--- config.mk ---
export PLATFORM = sky130hd
export DESIGN_NAME = vaddr_seg_decoder
export DESIGN_NICKNAME = d
export VERILOG_FILES = /design/src/rtl/vaddr_seg_decoder.sv
export SDC_FILE = /design/constraint.sdc
export NUM_CORES = 1
export LEC_CHECK = 0
export CAP_MARGIN = 30
export CORE_MARGIN = 4
export CORE_UTILIZATION = 40
export DETAILED_ROUTE_END_ITERATION = 12
export DONT_BUFFER_PORTS = 1
export PLACE_DENSITY_LB_ADDON = 0.3
export SLEW_MARGIN = 20
export SYNTH_ARGS = -nofsm -noshare
export SYNTH_HDL_FRONTEND = slang
export SYNTH_SLANG_ARGS = --single-unit
--- constraint.sdc ---
create_clock -name clk -period 3.65 [get_ports clk]
set_clock_uncertainty 0.15 [all_clocks]
set_input_delay 1.095 -clock clk [delete_from_list [all_inputs] [get_ports clk]]
set_output_delay 1.095 -clock clk [all_outputs]
set_load 0.005 [all_outputs]
--- src/rtl/vaddr_seg_decoder.sv ---
module vaddr_seg_decoder #(
  parameter logic [31:0] CTX_INIT = 32'h0,
  parameter logic [31:0] EHI_INIT = 32'h0
) (
  input  logic        clk,
  input  logic        rst_n,
  input  logic [31:0] va,
  input  logic        is_write,
  input  logic [1:0]  mode,
  input  logic        err_level,
  input  logic [1:0]  tlb_resp,
  input  logic [31:0] tlb_pa,
  input  logic        fault_strobe,
  output logic        tlb_req,
  output logic [31:0] pa,
  output logic        pa_ok,
  output logic [2:0]  fault_code,
  output logic        refill,
  output logic [31:0] badaddr_q,
  output logic [31:0] context_q,
  output logic [31:0] entryhi_q
);
  localparam logic [2:0]  FC_NONE = 3'd0, FC_AEL = 3'd1, FC_AES = 3'd2,
                          FC_TL = 3'd3, FC_TS = 3'd4, FC_MOD = 3'd5;
  localparam logic [1:0]  RSP_HIT = 2'b00, RSP_MISS = 2'b01, RSP_INV = 2'b10;
  localparam logic [31:0] CTX_KEEP = 32'hFF80_0000;
  localparam logic [31:0] EHI_KEEP = 32'h0000_00FF;
  localparam logic [31:0] VPN_MASK = 32'hFFFF_E000;

  logic in_low, in_k0, in_k1, in_sup, in_k3;
  logic priv_k, priv_s, allowed, direct;

  assign in_low = ~va[31];
  assign in_k0  = va[31:29] == 3'b100;
  assign in_k1  = va[31:29] == 3'b101;
  assign in_sup = va[31:29] == 3'b110;
  assign in_k3  = va[31:29] == 3'b111;

  assign priv_k  = mode == 2'b00;
  assign priv_s  = mode == 2'b01;
  assign allowed = in_low | ((in_k0 | in_k1 | in_k3) & priv_k) | (in_sup & (priv_k | priv_s));
  assign direct  = (in_low & err_level) | in_k0 | in_k1;
  assign tlb_req = allowed & ~direct;

  always_comb begin
    if (in_low)
      pa = err_level ? va : tlb_pa;
    else if (in_k0 | in_k1)
      pa = {3'b000, va[28:0]};
    else
      pa = tlb_pa;
  end

  assign pa_ok = allowed & (direct | (tlb_resp == RSP_HIT));

  always_comb begin
    fault_code = FC_NONE;
    refill     = 1'b0;
    if (!allowed)
      fault_code = is_write ? FC_AES : FC_AEL;
    else if (tlb_req) begin
      case (tlb_resp)
        RSP_HIT:  fault_code = FC_NONE;
        RSP_MISS: begin fault_code = is_write ? FC_TS : FC_TL; refill = 1'b1; end
        RSP_INV:  fault_code = is_write ? FC_TS : FC_TL;
        default:  fault_code = FC_MOD;
      endcase
    end
  end

  logic capture;
  assign capture = fault_strobe & (fault_code != FC_NONE);

  always_ff @(posedge clk or negedge rst_n) begin
    if (!rst_n) begin
      badaddr_q <= '0;
      context_q <= CTX_INIT;
      entryhi_q <= EHI_INIT;
    end else if (capture) begin
      badaddr_q <= va;
      context_q <= (context_q & CTX_KEEP) | {9'b0, va[31:13], 4'b0};
      entryhi_q <= (entryhi_q & EHI_KEEP) | (va & VPN_MASK);
    end
  end


  kseg0_direct_chk: assert property (@(posedge clk) disable iff (!rst_n)
    (mode == 2'b00 && va[31:29] == 3'b100) |-> (pa_ok && !tlb_req && pa == (va - 32'h8000_0000)));

  user_kernel_ae_chk: assert property (@(posedge clk) disable iff (!rst_n)
    (mode[1] && va[31]) |-> (!pa_ok && !tlb_req && fault_code == (is_write ? 3'd2 : 3'd1)));

  refill_implies_fault_chk: assert property (@(posedge clk) disable iff (!rst_n)
    refill |-> (tlb_req && fault_code != 3'd0));

  badaddr_capture_chk: assert property (@(posedge clk) disable iff (!rst_n)
    (fault_strobe && fault_code != 3'd0) |=> badaddr_q == $past(va));

  asid_kept_chk: assert property (@(posedge clk) disable iff (!rst_n)
    1'b1 |=> $stable(entryhi_q[7:0]));

  hold_chk: assert property (@(posedge clk) disable iff (!rst_n)
    !(fault_strobe && fault_code != 3'd0) |=> ($stable(badaddr_q) && $stable(context_q) && $stable(entryhi_q)));
endmodule

==> out/results.tsv <==
metric	value	unit
max cap viols	0	
CTS hold repair buffers	0	
Row Count	29	
sequential element share of the synthesized area	29.4	%
final-layout fill cell count	660	
Core ar.	6490	um2
Gate Count Post-Synth	286	
GRT overflow	0	
Hold/Removal Path Class	in2async	
Worst Tran Pin Value	0.717	ns
post-synth top area cell	dfrtp_1	
worst-path fanout max	5	
fin area	2450	um2
final total power	1.02	mW
largest net degree at the start of global routing	35	
via density per instance	6.24	
worst path cell trace	or3b_1 > a211oi_4 > nor3b_1	
reg2reg start	badaddr_q[31]	
worst hold margin	0.350	ns
setup repair bufs after CTS	0	
synthesized area	2720	um2
final setup violation count	0	
clock sink count	32	
Crit path buffers/inverters	0	
vias	1953	
Synth top area share	29.4	%
critical register-to-register path endpoint	badaddr_q[31]	
GPL Wtd Cong	0.675	
Net Sw Frac	35.0	%
Crit path depth	3	
vias in the first global route	1958	
Clock Tree Buf Depth	2	
nets	310	
CP endpoint kind	primary output	
worst relative slew slack	52.2	%
dpl cell area	2360	um2
Crit Path Category	in2out	
top flop regs	badaddr_q x32	
multi-input logic area	1350	um2
initial drt markers	78	
Reg with most FFs	badaddr_q	
NetSw	0.356	mW
cell count of the worst reg-to-reg path	2	
initial antenna violation count	0	
R2R Setup Slk	2.63	ns
number of remaining DRC errors	0	
overall die width	90.5	um
largest cells by area after synthesis	dfrtp_1, buf_4, mux2_2	
num ports	207	
Clock Power Share	27.8	%
Yosys reg bits	32	
clk_lat worst skew	0.27	ns
CP delay by family, top	simple AND/OR/NAND/NOR gates	
H-tree levels	2	
Slew Limit Fails	0	
fin util	37.7	%
CP startpoint kind	input port	
n_diodes	0	
storage element area	801	um2
last element of the critical path	fault_code[2]	
Comb power frac	24.3	%
Avg WL per Cell	23.8	um
max incr delay on CP	0.42	ns
Die Area	8190	um2
Final Hold Fails	0	
total track usage	17.3	%
post-route ant nets	0	
Cell Pwr Density	416	nW/um2
yosys synthesis warning count	0	
min Tclk post-route	3.35	ns
Pleak	0.993	nW
fin crit share	91.8	%
number of gates resized after cts	0	
Crit-path slowest cell	or3b_1	
syn_area_per_cell	9.52	um2
status	finished, final reports clean	
VDD IR max	0.187	mV
Internal Pwr Total	0.661	mW
RSZ-0062 raised after global routing	no	
TritonCTS clock tree	yes	
Worst-path clk slew	0.08	ns
FMAX	298	MHz
PortBufs	0	
WL final	7460	um
first-pass GRT wire length	11400	um
layout cells sized above 1	27.5	%
Synth cell types	33	
Worst setup startpoint	va[29]	
Flop pwr share	47.9	%
Initial DRT Pass Iterations	4	
hpwl dp	5200	um
Num CTS Buffers	5	
max FFs per register	32	
Post-Route Setup TNS	0	ns
Worst EP arrival	2.11	ns
area grow syn2layout	-10.1	%
Die Y	90.5	um
starting density of the core	41.9	%
Worst EP required	2.40	ns
Root Buffer	clkbuf_8	
final cells by class:
| cell class | instances | share of cell area [%] |
|---|---|---|
| Clock buffer | 5 | 2.81 |
| Clock inverter | 3 | 0.971 |
| Inverter | 3 | 0.460 |
| Multi-Input combinational cell | 181 | 55.1 |
| Sequential cell | 32 | 32.7 |
| Tap cell | 77 | 3.93 |
| Timing Repair Buffer | 12 | 3.99 |
per-layer routing:
layer | routed length [um] | vias up | global-route usage, %
met1 | 2970 | 943 | 21.3
met2 | 3710 | 151 | 29.6
met5 | 0 | - | 0
met3 | 758 | 2 | 5.25
met4 | 29 | 0 | 3.57
li1 | - | 857 | -
worst min path at each step:
| stage | start | endpoint | slack (ns) | cells after the start |
|---|---|---|---|---|
| finish | rst_n | badaddr_q[0] | 0.35 | 0 |
| global route | rst_n | badaddr_q[5] | 0.33 | 0 |
| CTS | rst_n | badaddr_q[4] | 0.33 | 0 |
| detailed placement | badaddr_q[6] | badaddr_q[6] | 0.42 | 2 |
| global placement | badaddr_q[6] | badaddr_q[6] | 0.41 | 2 |
| floorplan | badaddr_q[6] | badaddr_q[6] | 0.38 | 2 |
per-stage QoR:
step / cells / setup slack, ns
final: 313 / 0.298
after global routing: 313 / 0.217
after CTS: 313 / 0.282
after detailed placement: 305 / 0.286
after global placement: 304 / 0.325
after floorplan: 311 / 0.284
layout by cell type (no fill, tap or decap), drive strengths merged, types with 2 or more instances in the layout:
master	synthesis	final
buf	79	12
nand2	35	35
nand2b	3	3
nor2b	3	3
o41ai	32	32
conb	1	26
a32oi	2	2
o22ai	32	32
clkbuf	16	5
dfrtp	32	32
ha	2	2
o21ai	2	2
clkinvlp	0	2
and3	2	2
mux2	29	29
nor2	2	2
inv	3	3
synth_stat cells:
library cell	count
buf_4	64
nand2_1	35
dfrtp_1	32
o41ai_1	32
mux2_2	29
o22ai_1	20
clkbuf_1	15
o22ai_2	12
buf_6	8
buf_2	5
inv_1	3
nand2b_1	3
nor2b_1	3
and3_1	2
buf_1	2
ha_1	2
nor2_1	2
o21ai_0	2
a211oi_4	1
a2bb2oi_1	1
a32o_1	1
a32oi_1	1
a32oi_4	1
and2_1	1
and2b_1	1
clkbuf_2	1
conb_1	1
mux2i_1	1
nand3_1	1
nor3b_1	1
o21a_1	1
o2bb2ai_1	1
or3b_1	1
worst register-to-register path, stage by stage, from the launching register on:
cell,delay [ns]
dfrtp_1,0.49
o41ai_1,0.11
o22ai_1,0.13
power groups by stage:
| stage | registers [mW] | clock network [mW] | logic (mW) |
|---|---|---|---|
| after CTS | 0.491 | 0.296 | 0.249 |
| after global placement | 0.496 | 0 | 0.243 |
| after floorplan | 0.462 | 0 | 0.341 |
| after global routing | 0.499 | 0.309 | 0.273 |
| final | 0.488 | 0.282 | 0.247 |
| after detailed placement | 0.497 | 0 | 0.248 |
cells by family (layout without fill, tap and decap cells):
| group | Yosys count | after routing | synth area share (%) |
|---|---|---|---|
| muxes | 30 | 30 | 12.4 |
| DFF | 32 | 32 | 29.4 |
| and+or+nand+nor | 50 | 50 | 8.23 |
| other | 1 | 26 | 0.138 |
| adders and majority gates | 2 | 2 | 0.919 |
| AOI/OAI and AO/OA | 73 | 73 | 24.1 |
| buffers and inverters | 98 | 23 | 24.8 |
Note: power is estimated with default switching activity, not from simulation.
